<file path="src/rtl/rec_ctrl_pkg.sv">
package rec_ctrl_pkg;

  typedef enum logic [2:0] {
    ST_IDLE     = 3'd0,
    ST_WPTR_CLR = 3'd1,
    ST_RECORD   = 3'd2,
    ST_RPTR_CLR = 3'd3,
    ST_PLAY     = 3'd4
  } rec_state_e;

  typedef struct packed {
    logic wr_en;
    logic wclk_en;
    logic rclk_en;
    logic wptr_rst;
    logic rptr_rst;
    logic cnt_clk_en;
    logic cnt_rst;
  } rec_ctl_t;

endpackage

</file>
<file path="src/rtl/rec_ctrl_rst_sync.sv">
module rec_ctrl_rst_sync #(
  parameter int STAGES = 2
) (
  input  logic clk_i,
  input  logic rst_ni,
  output logic rst_sync_no
);

  logic [STAGES-1:0] sync_q;

  always_ff @(posedge clk_i or negedge rst_ni) begin
    if (!rst_ni) begin
      sync_q <= '0;
    end else begin
      sync_q <= {sync_q[STAGES-2:0], 1'b1};
    end
  end

  assign rst_sync_no = sync_q[STAGES-1];

endmodule

</file>
<file path="src/rtl/rec_ctrl_smp_cnt.sv">
module rec_ctrl_smp_cnt #(
  parameter int DEPTH = 32768
) (
  input  logic clk_i,
  input  logic rst_ni,
  input  logic clr_i,
  input  logic en_i,
  output logic term_o
);

  localparam int CW = (DEPTH > 2) ? $clog2(DEPTH) : 1;
  localparam logic [CW-1:0] LAST = CW'(DEPTH - 1);

  logic [CW-1:0] cnt_q;
  logic [CW-1:0] cnt_d;

  always_comb begin
    cnt_d = cnt_q;
    if (clr_i) begin
      cnt_d = '0;
    end else if (en_i) begin
      cnt_d = cnt_q + CW'(1);
    end
  end

  always_ff @(posedge clk_i or negedge rst_ni) begin
    if (!rst_ni) begin
      cnt_q <= '0;
    end else begin
      cnt_q <= cnt_d;
    end
  end

  // the cycle that moves the DEPTH-th sample is the last one of the pass
  assign term_o = en_i & ~clr_i & (cnt_q == LAST);

endmodule

</file>
<file path="src/rtl/rec_ctrl_fsm.sv">
module rec_ctrl_fsm
  import rec_ctrl_pkg::*;
(
  input  logic     clk_i,
  input  logic     rst_ni,
  input  logic     rec_req_i,
  input  logic     play_req_i,
  input  logic     stop_i,
  output rec_ctl_t ctl_o
);

  rec_state_e state_q;
  rec_state_e state_d;

  always_comb begin
    state_d = state_q;
    case (state_q)
      ST_IDLE: begin
        if (rec_req_i) begin
          state_d = ST_WPTR_CLR;
        end else if (play_req_i) begin
          state_d = ST_RPTR_CLR;
        end
      end
      ST_WPTR_CLR: state_d = ST_RECORD;
      ST_RECORD:   if (stop_i) state_d = ST_IDLE;
      ST_RPTR_CLR: state_d = ST_PLAY;
      ST_PLAY:     if (stop_i) state_d = ST_IDLE;
      default:     state_d = ST_IDLE;
    endcase
  end

  always_ff @(posedge clk_i or negedge rst_ni) begin
    if (!rst_ni) begin
      state_q <= ST_IDLE;
    end else begin
      state_q <= state_d;
    end
  end

  always_comb begin
    ctl_o         = '0;
    ctl_o.cnt_rst = 1'b1;
    case (state_q)
      ST_WPTR_CLR: begin
        ctl_o.wptr_rst = 1'b1;
        ctl_o.wclk_en  = 1'b1;
      end
      ST_RECORD: begin
        ctl_o.wr_en      = 1'b1;
        ctl_o.wclk_en    = 1'b1;
        ctl_o.cnt_clk_en = 1'b1;
        ctl_o.cnt_rst    = 1'b0;
      end
      ST_RPTR_CLR: begin
        ctl_o.rptr_rst = 1'b1;
        ctl_o.rclk_en  = 1'b1;
      end
      ST_PLAY: begin
        ctl_o.rclk_en    = 1'b1;
        ctl_o.cnt_clk_en = 1'b1;
        ctl_o.cnt_rst    = 1'b0;
      end
      default: ;
    endcase
  end

endmodule

</file>
<file path="src/rtl/rec_ctrl_top.sv">
module rec_ctrl_top
  import rec_ctrl_pkg::*;
#(
  parameter int DEPTH       = 32768,
  parameter int SYNC_STAGES = 2
) (
  input  logic clk_i,
  input  logic rst_ni,
  input  logic rec_btn_ni,
  input  logic play_btn_ni,
  input  logic stop_req_i,
  output logic mem_wr_en_o,
  output logic mem_wclk_en_o,
  output logic mem_rclk_en_o,
  output logic mem_wptr_rst_o,
  output logic mem_rptr_rst_o,
  output logic cnt_clk_en_o,
  output logic cnt_rst_o
);

  logic     rst_int_n;
  logic     term;
  logic     stop;
  rec_ctl_t ctl;

  rec_ctrl_rst_sync #(.STAGES(SYNC_STAGES)) u_rst_sync (
    .clk_i       (clk_i),
    .rst_ni      (rst_ni),
    .rst_sync_no (rst_int_n)
  );

  rec_ctrl_smp_cnt #(.DEPTH(DEPTH)) u_smp_cnt (
    .clk_i  (clk_i),
    .rst_ni (rst_int_n),
    .clr_i  (ctl.cnt_rst),
    .en_i   (ctl.cnt_clk_en),
    .term_o (term)
  );

  assign stop = term | stop_req_i;

  rec_ctrl_fsm u_fsm (
    .clk_i      (clk_i),
    .rst_ni     (rst_int_n),
    .rec_req_i  (~rec_btn_ni),
    .play_req_i (~play_btn_ni),
    .stop_i     (stop),
    .ctl_o      (ctl)
  );

  assign mem_wr_en_o    = ctl.wr_en;
  assign mem_wclk_en_o  = ctl.wclk_en;
  assign mem_rclk_en_o  = ctl.rclk_en;
  assign mem_wptr_rst_o = ctl.wptr_rst;
  assign mem_rptr_rst_o = ctl.rptr_rst;
  assign cnt_clk_en_o   = ctl.cnt_clk_en;
  assign cnt_rst_o      = ctl.cnt_rst;

endmodule

</file>
<file path="config.mk">
export PLATFORM = sky130hd
export DESIGN_NAME = rec_ctrl_top
export DESIGN_NICKNAME = d
export VERILOG_FILES = /design/src/rtl/rec_ctrl_pkg.sv /design/src/rtl/rec_ctrl_rst_sync.sv /design/src/rtl/rec_ctrl_smp_cnt.sv /design/src/rtl/rec_ctrl_fsm.sv /design/src/rtl/rec_ctrl_top.sv
export SDC_FILE = /design/constraint.sdc
export NUM_CORES = 1
export LEC_CHECK = 0
export BUFFER_PORTS_ARGS = -buffer_cell sky130_fd_sc_hd__buf_2
export CAP_MARGIN = 30
export CORE_MARGIN = 2
export CORE_UTILIZATION = 45
export DETAILED_ROUTE_END_ITERATION = 10
export GPL_TIMING_DRIVEN = 0
export SLEW_MARGIN = 20
export SYNTH_ARGS = -nofsm -noshare
export SYNTH_HDL_FRONTEND = slang
export SYNTH_HIERARCHICAL = 1
export SYNTH_SLANG_ARGS = --single-unit
</file>
<file path="constraint.sdc">
create_clock -name clk_i -period 2.5 [get_ports clk_i]
set_input_delay 0.125 -clock clk_i [delete_from_list [all_inputs] [get_ports clk_i]]
set_output_delay 0.125 -clock clk_i [all_outputs]
set_load 0.005 [all_outputs]
</file>
==> results.cfg, run 1 <==
[run_status]
status = finished, final reports clean

[detailed_routing]
routedWlPerCell_um = 12.14
wl_um = 1857
firstDrtPassIters = 4
drc_errors = 0
num_vias = 815
drt_iter0_drc = 23
ant_nets = 0
avgViaCountPerCell = 5.327

[final_layout]
final_cell_mix = dfrtp_1, buf_2, nor2_1
stdcell_count = 153
stdcell_area_um2 = 1197
nets = 132
antenna_cells = 0
multi_input_area_um2 = 509.2
register_area_um2 = 500.5
final_common_cell = dfrtp_1
area_delta_synth_final_pct = 12.85
drive_above_1_share = 0.2080
fillCellCount = 218
postLayoutCoreUtil = 0.5413

[power_and_ir_drop]
intPower_mw = 0.6170
seqPwrFrac = 0.403
finalPower_mw = 0.9887
p_leak_nw = 0.5641
powerDensity_nw_per_um2 = 825.7
combPwrFrac = 0.409
clockPowerShare = 0.188
p_sw_frac = 0.3760
p_sw_mw = 0.3717
ir_worst_vdd_uv = 659.9

[floorplanning]
die_h_um = 52.56
rows = 17
core_um2 = 2212
design.portCount = 12
die_x_um = 52.56
dieArea_um2 = 2762
initial_core_util = 0.4796

[clock_tree]
cts_max_path_buffers = 2
cts_resized = 0
cts.sinks = 20
clock_latency_ns = 0.30
path_clk_slew_ns = 0.11
cts_tree = done
htree_levels = 1
clockRootBuffer = clkbuf_4
cts_buffers = 3

[sta]
final-max-slew-violation-count = 0
fmaxAchievable_ghz = 0.4445
setup_ws_ns = 0.2504
fin_crit_ns = 2.250
setup_tns_ns = 0
setup_viol = 0
rsz0062_at_grt = false
maxSlewHeadroom = 0.5127
fin_hold_ws_ns = 0.1179
hold_viol = 0
tightest_slew_ns = 0.7310
timing.final.crit_share = 0.8998
skew_ns = 0.004435

[synth]
yosysTopAreaCell = dfrtp_1
ys.flop_type = dfrtp_1
ys_async_sr_fraction = 1.000
ys_seq_area_frac = 0.4717
synth_nets = 115
yosys-top-cells-area = dfrtp_1, nor2_1, nand4_4, o31ai_1, a21oi_1
yosysTopAreaCellShare = 0.4717
synth_area_um2 = 1061
avgSynthCellArea_um2 = 9.734
synth-seq-cells = 20
synth-edff-count = 0
syn_inst = 109
ys_types = 31
yosysWarnings = 6

[global_route]
grt_use_total = 0.1601
use_met3 = 0.03429
grt_max_degree = 19
grt_pass1_wl_um = 3215
met1_usage = 0.2149
busiest_layer = met2
grt_pass1_vias = 752
grt_antenna_before_repair = 0
grt.overflow.total = 0
use_met2 = 0.2438

[worst_setup_path]
crit_chain = buf_2, xor2_1, nand2b_1, inv_1, buf_2, nand4_4, or4_4, nor2_1, or2_1, o31ai_1
worstPathArrival_ns = 2.44
crit_top_cell = buf_2
path_delay_family = simple AND/OR/NAND/NOR gates
crit_required_ns = 2.69
crit_path_end_kind = flip-flop
crit_slowest_cell = or4_4
setup.worst_path.start_class = flip-flop
path_buf_inv = 3
cpPeakStageDelay_ns = 0.56
criticalPathCategory = reg2reg
crit_fanout = 10

[place]
hpwlAfterDp_um = 1333
portBuffers = 11
place_area_um2 = 1151
placed_cells = 148
gp_congestion = 0.7489
dpl_worst_slack_ns = 0.2584

[hold_path]
hp-class = in2async

[run]
cap_violations = 0
[cell usage after synthesis, types with 2 or more instances]
cell      count
nand4_4       2
nand2b_1      4
or4_1         4
nand3_1       3
o21ai_0       4
nor2_1       13
o31ai_1       5
clkbuf_1      2
a21oi_1       7
nor4_1        3
nor2b_1       4
or3_1         2
nand2_1       6
xor2_1        2
dfrtp_1      20
buf_2         2
xnor2_1       3
mux2i_1       2
inv_1         7
mux2_2        3
[per-layer routing]
layer	wire length, um	part of all wire
met1	917	0.49
met5	0	0
met3	58	0.031
met2	852	0.46
met4	28	0.015
[worst paths after layout]
check                                          start                    to  slack, ns  cells after the start
min in group clk_i                        stop_req_i      u_fsm/state_q[2]       0.12                      3
worst max register to register      u_fsm/state_q[2]      u_fsm/state_q[1]       0.25                     10
max in group asynchronous       u_rst_sync/sync_q[1]   u_smp_cnt/cnt_q[10]       1.73                      0
worst min-delay path                          rst_ni  u_rst_sync/sync_q[1]       0.12                      2
worst max-delay path                u_fsm/state_q[2]      u_fsm/state_q[1]       0.25                     10
worst min register to register  u_rst_sync/sync_q[1]    u_smp_cnt/cnt_q[2]       0.31                      0
[registers in the layout, summed over array words and instances, names as in the netlist]
| register | flops |
|---|---|
| u_rst_sync/sync_q | 2 |
| u_fsm/state_q | 3 |
| u_smp_cnt/cnt_q | 15 |
[layout make-up]
class	instances	area share
buffer	5	0.02090
tap	28	0.02926
sequential	20	0.4180
timing repair buffer	12	0.05434
inverter	7	0.02194
multi-input combinational	77	0.4253
clock buffer	4	0.03030
[cells by family (layout without fill, tap and decap cells)]
family | count (synthesis) | after routing | share of synthesized area
AOI/OAI and AO/OA | 17 | 17 | 0.09198
xor gates and xnor gates | 5 | 5 | 0.04128
adders and majority gates | 1 | 1 | 0.01179
buffers and inverters | 12 | 28 | 0.04836
DFF | 20 | 20 | 0.4717
muxes | 5 | 5 | 0.05071
other | 1 | 1 | 0.003534
and+or+nand+nor | 48 | 48 | 0.2807
[power groups by stage]
stage,clock [mW],combinational [mW],sequential (mW)
floorplan,0,0.287,0.395
global placement,0,0.398,0.404
detailed placement,0,0.404,0.405
CTS,0.194,0.406,0.398
global route,0.207,0.455,0.406
finish,0.185,0.405,0.399
[worst reg2reg max path, cell delays in order, from the launching register on]
cell and delay (ns):
dfrtp_1 0.34, buf_2 0.19, xor2_1 0.16, nand2b_1 0.10, inv_1 0.08, buf_2 0.19, nand4_4 0.19, or4_4 0.56
nor2_1 0.11, or2_1 0.13, o31ai_1 0.08
[repair_timing]
| action | 4_1_cts | 5_1_grt |
|---|---|---|
| hold buffers | 1 | 0 |
| setup buffers | 0 | 0 |
| endpoints found under the hold margin | 2 | 0 |
(Power assumes the default switching activity.)
==> run 2: changes to the inputs <==
- CORE_ASPECT_RATIO: default -> 1.25
==> results.cfg, run 2 (same netlist as run 1, synthesis figures left out) <==
[final_layout]
antenna_cells = 0
drive_above_1_share = 0.2080
reg.largest.list = u_smp_cnt/cnt_q (15), u_fsm/state_q (3), u_rst_sync/sync_q (2)
final_common_cell = dfrtp_1
largest-register = u_smp_cnt/cnt_q
area_delta_synth_final_pct = 13.21
final_cell_mix = dfrtp_1, buf_2, nor2_1
largest_reg_flops = 15
nets = 132

[worst_setup_path]
crit_chain = buf_2, xor2_1, nand2b_1, inv_1, buf_2, nand4_4, or4_4, nor2_1, or2_1, o31ai_1
r2r-start = u_fsm/state_q[2]
rr_worst_depth = 10
startpoint = u_fsm/state_q[2]
cpPeakStageDelay_ns = 0.56
crit_top_cell = buf_2
path_buf_inv = 3
crit_required_ns = 2.69
crit_path_end_kind = flip-flop
crit_fanout = 10
criticalPathCategory = reg2reg
path_delay_family = simple AND/OR/NAND/NOR gates
crit_slowest_cell = or4_4
setup.worst_path.start_class = flip-flop
crit_cells = 10
worstPathArrival_ns = 2.45

[floorplanning]
die_x_um = 47.43
design.portCount = 12
core_um2 = 2211
dieArea_um2 = 2765
rows = 19
initial_core_util = 0.4799
die_h_um = 58.29

[clock_tree]
clockRootBuffer = clkbuf_4
cts_max_path_buffers = 2
post-cts-setup-buffers = 0
cts.sinks = 20
cts_tree = done
cts_buffers = 3
htree_levels = 1
path_clk_slew_ns = 0.12
cts_resized = 0
clock_latency_ns = 0.30

[global_route]
busiest_layer = met2
grt_pass1_vias = 772
grt_pass1_wl_um = 3291
grt_max_degree = 19
use_met2 = 0.2780
grt_antenna_before_repair = 0
grt.overflow.total = 0
use_met3 = 0.03067
grt_use_total = 0.1676
met1_usage = 0.2020

[run_status]
status = finished, final reports clean

[detailed_routing]
drc_errors = 0
routedWlPerCell_um = 12.71
drt_iter0_drc = 31
ant_nets = 0
avgViaCountPerCell = 5.250
num_vias = 819
wl_um = 1982
firstDrtPassIters = 4

[sta]
hold_viol = 0
timing.final.crit_share = 0.9062
skew_ns = 0.005428
fmaxAchievable_ghz = 0.4414
setup_tns_ns = 0
maxSlewHeadroom = 0.4906
setup_viol = 0
final-max-slew-violation-count = 0
tightest_slew_ns = 0.7640
fin_hold_ws_ns = 0.1099
rsz0062_at_grt = false
fin_crit_ns = 2.266

[hold_path]
hold_start = stop_req_i
hold_depth = 3
hp-class = in2reg

[place]
hpwlAfterDp_um = 1432
gp_congestion = 0.7199
portBuffers = 11

[run]
cap_violations = 0

[power_and_ir_drop]
powerDensity_nw_per_um2 = 826.9
ir_worst_vdd_uv = 459.8
p_leak_nw = 0.5641
==> run 2: cell counts in the layout (fill, tap and decap cells not counted) <==
No cell type changed its count.
==> run 2: where the power goes <==
group | internal [mW] | switching [mW] | leakage [nW]
sequential | 0.356 | 0.0457 | 0.271
combinational | 0.172 | 0.232 | 0.272
clock | 0.0887 | 0.0989 | 0.0210
==> run 2: final cells by class <==
class,instances,area (um^2)
fill,208,1010
multi-input combinational,77,509.2
timing repair buffer,12,65.06
inverter,7,26.28
tap,31,38.79
buffer,5,25.02
sequential,20,500.5
clock buffer,4,36.28
==> run 2: final timing paths <==
path	slack (ns)	end
worst max-delay path	0.23	u_fsm/state_q[1]
worst min-delay path	0.11	u_fsm/state_q[2]
worst max register to register	0.23	u_fsm/state_q[1]
worst min register to register	0.32	u_smp_cnt/cnt_q[13]
max in group asynchronous	1.70	u_smp_cnt/cnt_q[3]
min in group asynchronous	0.12	u_rst_sync/sync_q[1]
==> run 2: per-layer routing <==
layer  wire length (um)  vias to the layer above
met5                  0                        -
met4                 16                        0
met3                 58                        2
met2               1007                       14
met1                900                      390
li1                   -                      413
==> run 2: what timing repair did <==
action                                  CTS  global route
endpoints found under the hold margin     2             0
endpoints found under the setup margin    0             0
hold buffers                              1             0
==> run 2: worst min-delay path: cells and delay by family <==
family                 cells  cell delay, ns
buffers and inverters      1            0.07
AO/OA/AOI/OAI              1            0.07
AND/OR/NAND/NOR            1            0.11
==> run 2: through the flow <==
step	power (mW)	cell area (um^2)	setup WS (ns)	utilization	cells
after CTS	1.011	1201	0.2053	0.5433	156
after global routing	1.083	1201	0.06488	0.5433	156
after global placement	0.7999	1155	0.2952	0.5224	151
after detailed placement	0.8191	1155	0.2217	0.5224	151
after floorplan	0.6821	1061	0.4284	-	109
final	0.9933	1201	0.2345	0.5433	156
